File: config.mk
export PLATFORM = sky130hd
export DESIGN_NAME = evt_stat_top
export DESIGN_NICKNAME = d
export VERILOG_FILES = /design/src/rtl/evt_stat_pkg.sv /design/src/rtl/evt_flag_bank.sv /design/src/rtl/evt_gexc.sv /design/src/rtl/evt_host_regs.sv /design/src/rtl/evt_stat_top.sv
export SDC_FILE = /design/constraint.sdc
export NUM_CORES = 1
export LEC_CHECK = 0
export BUFFER_PORTS_ARGS = -buffer_cell sky130_fd_sc_hd__buf_2
export CAP_MARGIN = 20
export CORE_MARGIN = 8
export CORE_UTILIZATION = 45
export DETAILED_ROUTE_END_ITERATION = 10
export PLACE_DENSITY = 0.65
export SKIP_CTS_REPAIR_TIMING = 1
export SYNTH_ARGS = -nofsm -noshare
export SYNTH_HDL_FRONTEND = slang
export SYNTH_HIERARCHICAL = 1
export SYNTH_SLANG_ARGS = --single-unit
File: constraint.sdc
create_clock -name clk_i -period 1.8 [get_ports clk_i]
set_input_delay 0 -clock clk_i [delete_from_list [all_inputs] [get_ports clk_i]]
set_output_delay 0 -clock clk_i [all_outputs]
set_load 0.1 [all_outputs]
File: src/rtl/evt_stat_pkg.sv
package evt_stat_pkg;
  localparam int ADDR_W = 6;
  localparam int DATA_W = 32;
  localparam int MAX_CH = 32;

  // per-channel word fields
  localparam int B_IRQ_ST = 0;
  localparam int B_IRQ_OV = 1;
  localparam int B_DTR_ST = 2;
  localparam int B_DTR_OV = 3;

  // mirror and exception words
  localparam logic [ADDR_W-1:0] A_IRQ_ST = 6'h20;
  localparam logic [ADDR_W-1:0] A_IRQ_OV = 6'h21;
  localparam logic [ADDR_W-1:0] A_DTR_ST = 6'h22;
  localparam logic [ADDR_W-1:0] A_DTR_OV = 6'h23;
  localparam logic [ADDR_W-1:0] A_GEXC   = 6'h24;

  typedef struct packed {
    logic st_clr;
    logic ov_clr;
  } clr_pair_t;
endpackage

File: src/rtl/evt_flag_bank.sv
module evt_flag_bank #(
  parameter int N = 32
) (
  input  logic         clk_i,
  input  logic         rst_ni,
  input  logic [N-1:0] set_i,
  input  logic [N-1:0] st_clr_i,
  input  logic [N-1:0] ov_clr_i,
  output logic [N-1:0] st_o,
  output logic [N-1:0] ov_o
);
  logic [N-1:0] st_q, ov_q, st_d, ov_d;

  for (genvar i = 0; i < N; i++) begin : g_bit
    logic hold;
    logic ov_hit;
    assign hold   = set_i[i] & st_clr_i[i];
    assign ov_hit = set_i[i] & st_q[i] & ~st_clr_i[i];
    assign st_d[i] = set_i[i] | (st_q[i] & ~st_clr_i[i]);
    // set+clear together: overflow frozen; otherwise overflow set beats its clear
    assign ov_d[i] = hold ? ov_q[i] : (ov_hit | (ov_q[i] & ~ov_clr_i[i]));
  end

  always_ff @(posedge clk_i or negedge rst_ni) begin
    if (!rst_ni) begin
      st_q <= '0;
      ov_q <= '0;
    end else begin
      st_q <= st_d;
      ov_q <= ov_d;
    end
  end

  assign st_o = st_q;
  assign ov_o = ov_q;

  p_set_lands_r2: assert property (@(posedge clk_i) disable iff (!rst_ni)
    1'b1 |=> (($past(set_i) & ~st_q) == '0));

  p_ovf_on_reissue_r3: assert property (@(posedge clk_i) disable iff (!rst_ni)
    1'b1 |=> (($past(set_i & st_q & ~st_clr_i) & ~ov_q) == '0));

  p_ovf_sticky_r4: assert property (@(posedge clk_i) disable iff (!rst_ni)
    1'b1 |=> (($past(ov_q & ~ov_clr_i) & ~ov_q) == '0));

  p_same_cycle_r5: assert property (@(posedge clk_i) disable iff (!rst_ni)
    1'b1 |=> (($past(set_i & st_clr_i) & (ov_q ^ $past(ov_q))) == '0));
endmodule

File: src/rtl/evt_gexc.sv
module evt_gexc #(
  parameter int N_SRC = 4
) (
  input  logic             clk_i,
  input  logic             rst_ni,
  input  logic [N_SRC-1:0] src_i,
  input  logic [N_SRC-1:0] clr_i,
  output logic [N_SRC-1:0] src_o,
  output logic             gexc_o
);
  logic [N_SRC-1:0] src_q;

  always_ff @(posedge clk_i or negedge rst_ni) begin
    if (!rst_ni) src_q <= '0;
    else         src_q <= src_i | (src_q & ~clr_i);
  end

  assign src_o  = src_q;
  assign gexc_o = |src_q;

  p_src_latch_r9: assert property (@(posedge clk_i) disable iff (!rst_ni)
    1'b1 |=> (($past(src_i) & ~src_q) == '0));

  p_src_hold_r9: assert property (@(posedge clk_i) disable iff (!rst_ni)
    1'b1 |=> (($past(src_q & ~clr_i) & ~src_q) == '0));
endmodule

File: src/rtl/evt_host_regs.sv
module evt_host_regs
  import evt_stat_pkg::*;
#(
  parameter int N_CH  = 32,
  parameter int N_SRC = 4
) (
  input  logic              clk_i,
  input  logic              rst_ni,
  input  logic              host_wr_i,
  input  logic              host_rd_i,
  input  logic [ADDR_W-1:0] host_addr_i,
  input  logic [DATA_W-1:0] host_wdata_i,
  input  logic [N_CH-1:0]   irq_st_i,
  input  logic [N_CH-1:0]   irq_ov_i,
  input  logic [N_CH-1:0]   dtr_st_i,
  input  logic [N_CH-1:0]   dtr_ov_i,
  input  logic [N_SRC-1:0]  gexc_src_i,
  output logic [N_CH-1:0]   irq_st_clr_o,
  output logic [N_CH-1:0]   irq_ov_clr_o,
  output logic [N_CH-1:0]   dtr_st_clr_o,
  output logic [N_CH-1:0]   dtr_ov_clr_o,
  output logic [N_SRC-1:0]  gexc_clr_o,
  output logic [DATA_W-1:0] host_rdata_o,
  output logic              host_rvalid_o
);
  logic [MAX_CH-1:0] irq_st_w, irq_ov_w, dtr_st_w, dtr_ov_w;
  logic [DATA_W-1:0] gexc_w, rd_word, rdata_q;
  logic              rvalid_q;
  logic              wr_irq_st, wr_irq_ov, wr_dtr_st, wr_dtr_ov, wr_gexc;

  assign irq_st_w = MAX_CH'(irq_st_i);
  assign irq_ov_w = MAX_CH'(irq_ov_i);
  assign dtr_st_w = MAX_CH'(dtr_st_i);
  assign dtr_ov_w = MAX_CH'(dtr_ov_i);
  assign gexc_w   = DATA_W'(gexc_src_i);

  assign wr_irq_st = host_wr_i && (host_addr_i == A_IRQ_ST);
  assign wr_irq_ov = host_wr_i && (host_addr_i == A_IRQ_OV);
  assign wr_dtr_st = host_wr_i && (host_addr_i == A_DTR_ST);
  assign wr_dtr_ov = host_wr_i && (host_addr_i == A_DTR_OV);
  assign wr_gexc   = host_wr_i && (host_addr_i == A_GEXC);

  for (genvar c = 0; c < N_CH; c++) begin : g_ch
    logic      ch_hit;
    clr_pair_t irq_c, dtr_c;
    assign ch_hit       = host_wr_i && (host_addr_i == ADDR_W'(c));
    assign irq_c.st_clr = (ch_hit & host_wdata_i[B_IRQ_ST]) | (wr_irq_st & host_wdata_i[c]);
    assign irq_c.ov_clr = (ch_hit & host_wdata_i[B_IRQ_OV]) | (wr_irq_ov & host_wdata_i[c]);
    assign dtr_c.st_clr = (ch_hit & host_wdata_i[B_DTR_ST]) | (wr_dtr_st & host_wdata_i[c]);
    assign dtr_c.ov_clr = (ch_hit & host_wdata_i[B_DTR_OV]) | (wr_dtr_ov & host_wdata_i[c]);
    assign irq_st_clr_o[c] = irq_c.st_clr;
    assign irq_ov_clr_o[c] = irq_c.ov_clr;
    assign dtr_st_clr_o[c] = dtr_c.st_clr;
    assign dtr_ov_clr_o[c] = dtr_c.ov_clr;
  end

  assign gexc_clr_o = wr_gexc ? host_wdata_i[N_SRC-1:0] : '0;

  always_comb begin
    rd_word = '0;
    if (host_addr_i < ADDR_W'(N_CH)) begin
      rd_word[B_IRQ_ST] = irq_st_w[host_addr_i[4:0]];
      rd_word[B_IRQ_OV] = irq_ov_w[host_addr_i[4:0]];
      rd_word[B_DTR_ST] = dtr_st_w[host_addr_i[4:0]];
      rd_word[B_DTR_OV] = dtr_ov_w[host_addr_i[4:0]];
    end else begin
      case (host_addr_i)
        A_IRQ_ST: rd_word = irq_st_w;
        A_IRQ_OV: rd_word = irq_ov_w;
        A_DTR_ST: rd_word = dtr_st_w;
        A_DTR_OV: rd_word = dtr_ov_w;
        A_GEXC:   rd_word = gexc_w;
        default:  rd_word = '0;
      endcase
    end
  end

  always_ff @(posedge clk_i or negedge rst_ni) begin
    if (!rst_ni) begin
      rdata_q  <= '0;
      rvalid_q <= 1'b0;
    end else begin
      rvalid_q <= host_rd_i;
      if (host_rd_i) rdata_q <= rd_word;
    end
  end

  assign host_rdata_o  = rdata_q;
  assign host_rvalid_o = rvalid_q;

  p_rvalid_follows_rd_r2: assert property (@(posedge clk_i) disable iff (!rst_ni)
    host_rd_i |=> host_rvalid_o);

  p_rdata_quiet_r2: assert property (@(posedge clk_i) disable iff (!rst_ni)
    !host_rd_i |=> $stable(host_rdata_o));
endmodule

File: src/rtl/evt_stat_top.sv
module evt_stat_top
  import evt_stat_pkg::*;
#(
  parameter int N_CH  = 32,
  parameter int N_SRC = 4
) (
  input  logic              clk_i,
  input  logic              rst_ni,
  input  logic [N_CH-1:0]   irq_set_i,
  input  logic [N_CH-1:0]   dtr_set_i,
  input  logic [N_SRC-1:0]  gexc_src_i,
  input  logic              host_wr_i,
  input  logic              host_rd_i,
  input  logic [ADDR_W-1:0] host_addr_i,
  input  logic [DATA_W-1:0] host_wdata_i,
  output logic [DATA_W-1:0] host_rdata_o,
  output logic              host_rvalid_o,
  output logic              irq_any_o,
  output logic              dtr_any_o,
  output logic              gexc_o
);
  logic [N_CH-1:0]  irq_st, irq_ov, dtr_st, dtr_ov;
  logic [N_CH-1:0]  irq_st_clr, irq_ov_clr, dtr_st_clr, dtr_ov_clr;
  logic [N_SRC-1:0] gexc_q, gexc_clr;

  evt_flag_bank #(.N(N_CH)) u_irq (
    .clk_i, .rst_ni,
    .set_i(irq_set_i), .st_clr_i(irq_st_clr), .ov_clr_i(irq_ov_clr),
    .st_o(irq_st), .ov_o(irq_ov)
  );

  evt_flag_bank #(.N(N_CH)) u_dtr (
    .clk_i, .rst_ni,
    .set_i(dtr_set_i), .st_clr_i(dtr_st_clr), .ov_clr_i(dtr_ov_clr),
    .st_o(dtr_st), .ov_o(dtr_ov)
  );

  evt_gexc #(.N_SRC(N_SRC)) u_gexc (
    .clk_i, .rst_ni,
    .src_i(gexc_src_i), .clr_i(gexc_clr),
    .src_o(gexc_q), .gexc_o(gexc_o)
  );

  evt_host_regs #(.N_CH(N_CH), .N_SRC(N_SRC)) u_regs (
    .clk_i, .rst_ni,
    .host_wr_i, .host_rd_i, .host_addr_i, .host_wdata_i,
    .irq_st_i(irq_st), .irq_ov_i(irq_ov), .dtr_st_i(dtr_st), .dtr_ov_i(dtr_ov),
    .gexc_src_i(gexc_q),
    .irq_st_clr_o(irq_st_clr), .irq_ov_clr_o(irq_ov_clr),
    .dtr_st_clr_o(dtr_st_clr), .dtr_ov_clr_o(dtr_ov_clr),
    .gexc_clr_o(gexc_clr),
    .host_rdata_o, .host_rvalid_o
  );

  assign irq_any_o = |irq_st;
  assign dtr_any_o = |dtr_st;

  p_any_after_set_r10: assert property (@(posedge clk_i) disable iff (!rst_ni)
    (|irq_set_i) |=> irq_any_o);

  p_dtr_any_after_set_r10: assert property (@(posedge clk_i) disable iff (!rst_ni)
    (|dtr_set_i) |=> dtr_any_o);
endmodule

==> out/qor.yml, run 1 <==
status: "complete, but fails checks"
violations: "negative setup slack"
final_nets: 1523
min_period_ns: 2.08
wirelength_mm: 38.6
cp_num_buf_inv: 2
clk_latency_ns: 0.43
die-height_um: 167
max_cap_viol_count: 0
finalSetupViolations: 2
synth_cell_types: 49
core_area_um2: 22500
syn_to_final_growth_pct: 38.4
post-place-ws_ns: -0.144
grt_pass1_wl_mm: 57.3
pwr-share-comb_pct: 13.6
portBuffers: 145
finalCritPeriodShare_pct: 116
instances_no_fill: 1712
drive_gt1_share_pct: 29.0
grt_use_total_pct: 26.4
placed_area_um2: 12500
clock-sinks: 165
setup_tns_ns: -0.524
synth_area_leaders: "dfrtp_1 40%, a22o_1 13%, mux4_2 7.5%"
rsz0062_at_grt: "yes"
cts_htree_levels: 4
p_sw_share_pct: 26.2
drt_iter0_markers: 995
crit_slowest_cell: "dfrtp_2"
min_path_type: "input pin to flop"
end_kind: "output port"
antenna_found_initial: 1
fp.dieArea_um2: 27900
netlist_area_um2: 10300
p_leak_nw: 6.96
dpl.hpwl_mm: 27.5
synth-main-ff-cell: "dfrtp_1"
tightest_slew_ns: 0.619
netlist_instances: 1036
internal-power_mw: 6.59
critPathMaxFanout: 4
synth_area_per_cell_um2: 9.91
final_hold_viol_count: 0
grt_max_degree: 55
required_ns: 1.80
synth_seq_cells: 165
synthArstFlopShare_pct: 100
start_util_pct: 45.6
std_cell_rows: 55
cts_buffers: 17
wl_per_cell_um: 22.6
dp_cells: 1580
worstPathArrival_ns: 2.08
synth_edf_count: 0
max_stage_delay_ns: 0.43
cp_top_family: "simple AND/OR/NAND/NOR gates"
ioPinCount: 146
powerDensity_nw_per_um2: 629
finalClockSkew_ns: 0.00711
die_w_um: 167
power.total_mw: 8.93
yosysWarnings: 6
power_switching_mw: 2.34
drc: 0
overflow: 0
cts_tree: "done"
vias_per_cell: 6.08
seq_area_frac_synth_pct: 40.2
timing.critical_path.cells: "nor4_2 -> buf_4 -> nand4_1 -> or2_4 -> buf_12"
grt_pass1_vias: 9996
start_kind: "flop"
ant_nets: 0
finalInstanceArea_um2: 14200
hold_ws_ns: 0.00644
final_util_pct: 63.2
synthMostInstantiatedCell: "inv_1"
ir_drop_v: 0.000580
synth_largest_area_cell: "dfrtp_1"
pwr-share-seq_pct: 42.4
path_class: "flop to output port"
slew_headroom_pct: 58.7
drv_slew: 0
final.setup.worst_slack_ns: -0.282
p_clk_share_pct: 43.9
cts_root_buffer: "clkbuf_16"
synth_top_area_share_pct: 40.2
cts_buffer_depth: 2
gp_congestion: 0.932
dr.pass1.iters: 5
clk_pin_slew_ns: 0.06
max_freq_mhz: 480
synthTopCellsByCount: "198 x inv_1, 165 x dfrtp_1, 152 x a22o_1"
vias: 10400
synthesis.nets: 1146
path summary, 6_finish.rpt:
check	from	to	slack, ns	depth (start not counted)
setup / recovery	u_irq/st_o[1]	irq_any_o	-0.28	5
hold / removal	host_wr_i	u_gexc/src_o[2]	0.006	4
setup reg to reg	u_dtr/st_o[25]	u_regs/host_rdata_o[2]	0.01	4
hold reg to reg	u_regs/host_rdata_o[23]	u_regs/host_rdata_o[23]	0.51	1
max in group asynchronous	rst_ni	u_irq/st_o[0]	1.02	3
min in group asynchronous	rst_ni	u_irq/st_o[18]	0.08	2
worst register-to-register path: cells and delay by family (launching register included):
kind            cells  cell delay (ns)
compound gates      3             0.69
flops               1             0.47
mux                 1             0.51
final cells by class:
class,instances,area [µm²]
Fill cell,1863,8290
Inverter,198,743
Tap cell,285,357
Sequential cell,165,4130
Antenna cell,1,2.50
Timing Repair Buffer,417,3290
Multi-Input combinational cell,614,5070
Clock buffer,21,440
Clock inverter,11,175
registers in the layout, summed over array words and instances, names as in the netlist:
name and cells:
u_irq/ov_o 32, u_regs/host_rdata_o 32, u_dtr/ov_o 32, u_irq/st_o 32
u_gexc/src_o 4, u_dtr/st_o 32, u_regs/host_rvalid_o 1
power groups by stage:
| stage | Combinational [mW] | Clock [mW] | Sequential [mW] |
|---|---|---|---|
| final | 1.22 | 3.92 | 3.79 |
| after global routing | 1.30 | 4.12 | 3.79 |
| after CTS | 1.04 | 3.97 | 3.79 |
| after detailed placement | 1.03 | 0 | 3.86 |
| after global placement | 1.03 | 0 | 3.86 |
| after floorplan | 0.386 | 0 | 3.97 |
logic make-up after synthesis:
family | count (synthesis) | share of synthesized area, %
AOI/OAI and AO/OA | 365 | 26.4
buffers and inverters | 257 | 10.9
DFF | 165 | 40.2
muxes | 106 | 14.5
and+or+nand+nor | 143 | 7.99
cell usage in the layout (no fill, tap or decap), types with 2 or more instances in the layout:
cell and n:
inv_1 198, mux2_2 2, nor4_2 7, a22oi_1 61, inv_6 2, nor2_1 39
clkinv_4 2, buf_6 2, clkinvlp_4 2, o21a_1 4, nor4_1 11, dfrtp_1 162
clkbuf_16 17, o22ai_1 65, or2_1 2, nor3_1 3, a22o_1 152, nand2b_1 5
buf_12 21, a21oi_1 5, mux2i_1 70, buf_4 154, a21o_1 3, mux4_2 34
clkbuf_1 4, a221oi_2 2, nand4_1 6, nand3_1 7, nor2_8 3, o32a_1 3
nor3_4 4, o21ai_0 64, and3_1 4, bufinv_16 4, dlygate4sd3_1 98, dfrtp_2 3
nor2_4 2, buf_2 142, nand2_1 36
per-layer routing:
layer | wire (µm) | part of all wire [%] | track usage, %
met1 | 15300 | 40 | 33.4
met2 | 18300 | 47 | 42.7
met3 | 3580 | 9.3 | 6.19
met4 | 1440 | 3.7 | 11.4
met5 | 0 | 0 | 0
Note: power is estimated with default switching activity, not from simulation.
==> inputs of run 2 (changes only) <==
- ABC_AREA: unset -> 1
- PLACE_DENSITY: 0.65 -> unset
==> run 2 against run 1 <==
  * The run now ends clean
  * Global-route usage is 0.66 points higher
  * Largest cell class unchanged
  * Combinational power is 30% higher
  * Critical endpoint is now dtr_any_o
  * Area after synthesis is 5.1% higher
  * Maximum frequency is 19% higher
  * Sequential share of layout area is 1.5 points higher
  * Sequential power is 1% higher
==> out/qor.yml, run 2 <==
powerDensity_nw_per_um2: 683  # +8.7%
start_kind: "flop"
p_leak_nw: 6.75  # -3.0%
antenna_found_initial: 1  # unchanged
slew_headroom_pct: 62.2  # +3.5 points
synth_area_leaders: "dfrtp_1 38%, nand2_1 26%, o22ai_1 7.2%"
drive_gt1_share_pct: 18.9  # -10 points
path_class: "flop to output port"
ff_latch_area_um2: 4130  # about the same
final_common_cell: "nand2_1"
end_kind: "output port"
internal-power_mw: 6.42  # -2.6%
drv_slew: 0  # unchanged
required_ns: 1.80  # about the same
netlist_area_um2: 10800  # +5.1%
synth_edf_count: 0  # unchanged
dpl.hpwl_mm: 27.9  # +1.5%
cts_tree: "done"
vias: 11700  # +13%
final_cell_mix: "737 x nand2_1, 163 x inv_1, 163 x dfrtp_1"
p_clk_share_pct: 41.2  # -2.7 points
crit_slowest_cell: "dfrtp_1"
ir_drop_v: 0.000448  # -23%
timing.critical_path.cells: "nor2_2 -> nand4_1 -> nor2_2 -> nand2_1 -> buf_8"
grt_use_total_pct: 27.1  # +0.66 points
ioPinCount: 146  # unchanged
die_w_um: 171  # +2.3%
final_nets: 1944  # +28%
tightest_slew_ns: 0.564  # -0.0549 ns
vias_per_cell: 5.42  # -11%
start_util_pct: 45.8  # +0.19 points
finalCritPeriodShare_pct: 97.1  # -19 points
status: "finished clean"
finalSetupViolations: 0  # -2
synthTopCellsByCount: "739 x nand2_1, 165 x dfrtp_1, 163 x inv_1"
synth_area_per_cell_um2: 6.73  # -32%
synth_largest_area_cell: "dfrtp_1"
pwr-share-seq_pct: 41.5  # -0.9 points
post-place-ws_ns: -0.0324  # +0.112 ns
crit_path_frequent_cell: "nor2_2"
fp.dieArea_um2: 29200  # +4.6%
synth_cell_types: 36  # -27%
max_freq_mhz: 572  # +19%
synth_seq_cells: 165  # unchanged
max_stage_delay_ns: 0.45  # +0.02 ns
power_switching_mw: 2.80  # +19%
num-fill-cells: 2323  # +25%
die-height_um: 171  # +2.3%
syn_to_final_growth_pct: 25.1
synthesis.nets: 1712  # +49%
cts_htree_levels: 4  # unchanged
multiInputGateArea_um2: 5670  # +12%
rsz0062_at_grt: "yes"
final.setup.worst_slack_ns: 0.0513  # +0.334 ns
seq_area_frac_synth_pct: 38.3  # -1.9 points
dr.pass1.iters: 6  # +1
pwr-share-comb_pct: 17.3  # +3.7 points
setup_tns_ns: 0  # +0.524 ns
max_cap_viol_count: 0  # unchanged
cts_buffer_depth: 2  # unchanged
gp_congestion: 0.971  # +4.1%
final_hold_viol_count: 0  # unchanged
synth_top_area_share_pct: 38.3  # -1.9 points
synth-main-ff-cell: "dfrtp_1"
grt_pass1_wl_mm: 60.3  # +5.4%
ant_nets: 0  # unchanged
synthMostInstantiatedCell: "nand2_1"
overflow: 0  # unchanged
synthArstFlopShare_pct: 100  # unchanged
critPathMaxFanout: 5  # +1
p_sw_share_pct: 30.4  # +4.1 points
portBuffers: 145  # unchanged
clk_latency_ns: 0.44  # about the same
clock-sinks: 165  # unchanged
cts_root_buffer: "clkbuf_16"
worstPathArrival_ns: 1.75  # -0.33 ns
grt_pass1_vias: 10800  # +7.7%
final_util_pct: 57.3  # -5.8 points
drt_iter0_markers: 1221  # +23%
wirelength_mm: 39.9  # +3.4%
yosysWarnings: 6  # unchanged
finalClockSkew_ns: 0.0114  # +0.00432 ns
netlist_instances: 1602  # +55%
min_period_ns: 1.75  # -0.334 ns
drc: 0  # unchanged
cts_buffers: 17  # unchanged
std_cell_rows: 56  # +1.8%
antenna_cells: 0  # -1
clk_pin_slew_ns: 0.07  # about the same
grt_max_degree: 45  # -18%
wl_per_cell_um: 18.4  # -18%
core_area_um2: 23500  # +4.6%
min_path_type: "input pin to flop"
run 2: power by group through the flow:
| stage | registers [mW] | logic, mW | clock network, mW |
|---|---|---|---|
| after CTS | 3.82 | 1.47 | 3.87 |
| after global routing | 3.83 | 1.72 | 4.00 |
| after floorplan | 4.19 | 0.562 | 0 |
| final | 3.83 | 1.59 | 3.80 |
| after global placement | 3.89 | 1.46 | 0 |
| after detailed placement | 3.89 | 1.46 | 0 |
run 2: cells by family after synthesis:
group,synth area share (%)
flip-flops,38.3
AO/OA/AOI/OAI,16.5
AND/OR/NAND/NOR,35.8
buffers and inverters,9.39
run 2: layout make-up:
cell class | count | share of cell area, %
Tap cell | 319 | 2.96
Timing Repair Buffer | 275 | 15.2
Multi-Input combinational cell | 1203 | 42.0
Sequential cell | 165 | 30.6
Clock buffer | 20 | 3.38
Clock inverter | 12 | 1.05
Inverter | 172 | 4.80
run 2: through the flow:
step	hold slack (ns)	power, mW	cell area [µm²]	instances
2_1_floorplan	-0.296	4.75	10800	1602
3_3_place_gp	-0.0446	5.35	12200	2064
3_5_place_dp	-0.0404	5.36	12200	2064
4_1_cts	-0.511	9.16	12800	2096
5_1_grt	0.0275	9.56	13500	2166
6_report	0.0122	9.22	13500	2166
run 2: worst max-delay path, delay by kind of cell (launching register included):
| family | cells | cell delay (ns) |
|---|---|---|
| buffers and inverters | 1 | 0.19 |
| and+or+nand+nor | 4 | 0.67 |
| DFF | 1 | 0.45 |
run 2: routing by layer:
layer / up-vias / GRT usage, % / part of all wire [%]
met1: 5450 / 36.3 / 42
met4: 2 / 8.92 / 2.4
met2: 573 / 42.5 / 46
met5: - / 0 / 0.025
met3: 79 / 6.36 / 9.6
li1: 5629 / - / -
run 2: final timing paths:
kind	start	to	slack, ns	cells past startpoint
worst min-delay path	host_wdata_i[7]	u_irq/ov_o[7]	0.01	6
max in group asynchronous	rst_ni	u_irq/st_o[0]	1.04	3
worst max register to register	u_irq/st_o[31]	u_regs/host_rdata_o[0]	0.37	10
worst max-delay path	u_dtr/st_o[31]	dtr_any_o	0.05	5
min in group asynchronous	rst_ni	u_irq/st_o[21]	0.06	2
worst min register to register	u_dtr/ov_o[8]	u_dtr/ov_o[8]	0.47	2
==> inputs of run 3 (changes only) <==
- CORE_UTILIZATION: 45 -> 59
- PLACE_DENSITY: unset -> 0.81
- RECOVER_POWER: unset -> 50
- SETUP_SLACK_MARGIN: unset -> 0.2
==> run 3 against run 2 <==
  * Cell area is 0.55% higher
  * Maximum frequency is 1.4% higher
  * Global-route usage is 6.8 points higher
  * Sequential share of layout area hardly changed
  * Flip-flop and latch count stayed put
  * Clock skew is 0.0026 ns lower
  * Combinational power hardly changed
  * Cell count is 3.2% lower
==> out/qor.yml, run 3 (same netlist as run 2, synthesis figures left out) <==
end_kind: "output port"
max_stage_delay_ns: 0.44  # about the same
critPathMaxFanout: 4  # -1
slew_headroom_pct: 3.80  # -58 points
vias: 12400  # +5.9%
max_freq_mhz: 580  # +1.4%
finalSetupViolations: 0  # unchanged
cts_buffer_depth: 2  # unchanged
clk_latency_ns: 0.44  # about the same
drt_iter0_markers: 1701  # +39%
cp_num_buf_inv: 1  # unchanged
start_util_pct: 60.1  # +14 points
finalClockSkew_ns: 0.00882  # -0.00261 ns
ioPinCount: 146  # unchanged
required_ns: 1.80  # about the same
timing.critical_path.cells: "nor2_2 -> nand4_1 -> nor2_4 -> nand2_2 -> buf_12"
p_leak_nw: 6.80  # +0.77%
path_class: "flop to output port"
cts_buffers: 17  # unchanged
p_clk_share_pct: 39.2  # -2.0 points
min_period_ns: 1.72  # -0.0242 ns
drive_gt1_share_pct: 21.0  # +2.1 points
finalCritPeriodShare_pct: 95.8  # -1.3 points
pwr-share-comb_pct: 18.1  # +0.8 points
clk_pin_slew_ns: 0.07  # about the same
dr.pass1.iters: 6  # unchanged
crit_slowest_cell: "dfrtp_2"
critical_path_cell_count: 5  # unchanged
dpl.hpwl_mm: 27.5  # -1.2%
drv_slew: 0  # unchanged
max_cap_viol_count: 0  # unchanged
std_cell_rows: 49  # -13%
syn_to_final_growth_pct: 25.8
fp.dieArea_um2: 22900  # -22%
p_sw_share_pct: 31.7  # +1.3 points
final_common_cell: "nand2_1"
grt_max_degree: 53  # +18%
portBuffers: 145  # unchanged
overflow: 0  # unchanged
grt_pass1_vias: 11400  # +5.9%
powerDensity_nw_per_um2: 660  # -3.4%
cts_root_buffer: "clkbuf_16"
final_hold_viol_count: 0  # unchanged
min_path_cells: 6  # unchanged
pwr-share-seq_pct: 42.7  # +1.2 points
worstPathArrival_ns: 1.72  # -0.03 ns
internal-power_mw: 6.12  # -4.7%
cp_top_family: "simple AND/OR/NAND/NOR gates"
drc: 0  # unchanged
ir_drop_v: 0.000713  # +59%
grt_pass1_wl_mm: 59.9  # -0.69%
power.total_mw: 8.96  # -2.9%
wirelength_mm: 40.4  # +1.3%
ant_nets: 0  # unchanged
die_w_um: 151  # -11%
grt_use_total_pct: 33.9  # +6.8 points
start_kind: "flop"
clock-sinks: 165  # unchanged
num-fill-cells: 1381  # -41%
min_path_type: "input pin to flop"
wl_per_cell_um: 19.3  # +4.6%
reg2regPathDepth: 11  # +1
final_nets: 1964  # +1.0%
final_cell_mix: "735 x nand2_1, 163 x inv_1, 148 x dfrtp_1"
final_util_pct: 75.6  # +18 points
antenna_found_initial: 2  # +1
cts_tree: "done"
die-height_um: 151  # -11%
tightest_slew_ns: 1.44  # +0.879 ns
vias_per_cell: 5.93  # +9.4%
cts_htree_levels: 4  # unchanged
status: "finished clean"
gp_congestion: 1.01  # +3.9%
core_area_um2: 18000  # -24%
power_switching_mw: 2.83  # +1.2%
rsz0062_at_grt: "yes"
==> run 3: metrics by stage <==
step / setup WS [ns] / instances / hold WS, ns / area [µm²] / setup TNS (ns)
floorplan: 0.325 / 1602 / -0.296 / 10800 / 0
global route: 0.0600 / 2096 / 0.0312 / 13600 / 0
detailed placement: 0.000926 / 1975 / -0.00173 / 12100 / 0
CTS: -0.113 / 2007 / -0.457 / 12700 / -0.154
global placement: 0.0450 / 1975 / -0.00854 / 12100 / 0
finish: 0.0756 / 2097 / 0.0109 / 13600 / 0
==> run 3: path summary, 6_finish.rpt <==
kind	endpoint	start	slack [ns]
min reg2reg	u_irq/ov_o[20]	u_irq/ov_o[20]	0.47
max	irq_any_o	u_irq/st_o[31]	0.08
min in group asynchronous	u_irq/st_o[31]	rst_ni	0.45
min	u_dtr/ov_o[12]	host_wdata_i[12]	0.01
max in group asynchronous	u_dtr/st_o[30]	rst_ni	0.34
max reg2reg	u_regs/host_rdata_o[0]	u_irq/st_o[29]	0.27
==> run 3: routing by layer <==
layer	wire length, µm	track usage [%]
met5	23	0
met4	1910	15.3
met3	5010	7.83
met2	18300	53.0
met1	15200	44.0
==> run 3: worst reg2reg max path, stage by stage, from the launching register on <==
cell and delay, ns:
dfrtp_2 0.44, buf_4 0.15, nand2_1 0.05, nand2_1 0.05
nand2_1 0.05, nand2_1 0.07, nand2_1 0.06, nand2_1 0.07
o21ai_0 0.24, nand3_1 0.14, nand2_1 0.08, inv_1 0.03
==> run 3: cell type report <==
type	instances	area (µm²)	share of cell area, %
sequential	165	4150	30.6
timing repair buffer	295	2220	16.3
clock buffer	18	439	3.24
inverter	172	648	4.78
multi-input combinational	1203	5710	42.0
antenna	1	2.50	0.0184
clock inverter	14	121	0.894
tap	229	287	2.11
==> run 3: power groups by stage <==
stage | Clock [mW] | Combinational, mW | Sequential (mW)
6_report | 3.51 | 1.62 | 3.83
5_1_grt | 3.68 | 1.73 | 3.83
4_1_cts | 3.54 | 1.46 | 3.82
3_5_place_dp | 0 | 1.45 | 3.89
3_3_place_gp | 0 | 1.44 | 3.89
2_1_floorplan | 0 | 0.562 | 4.19
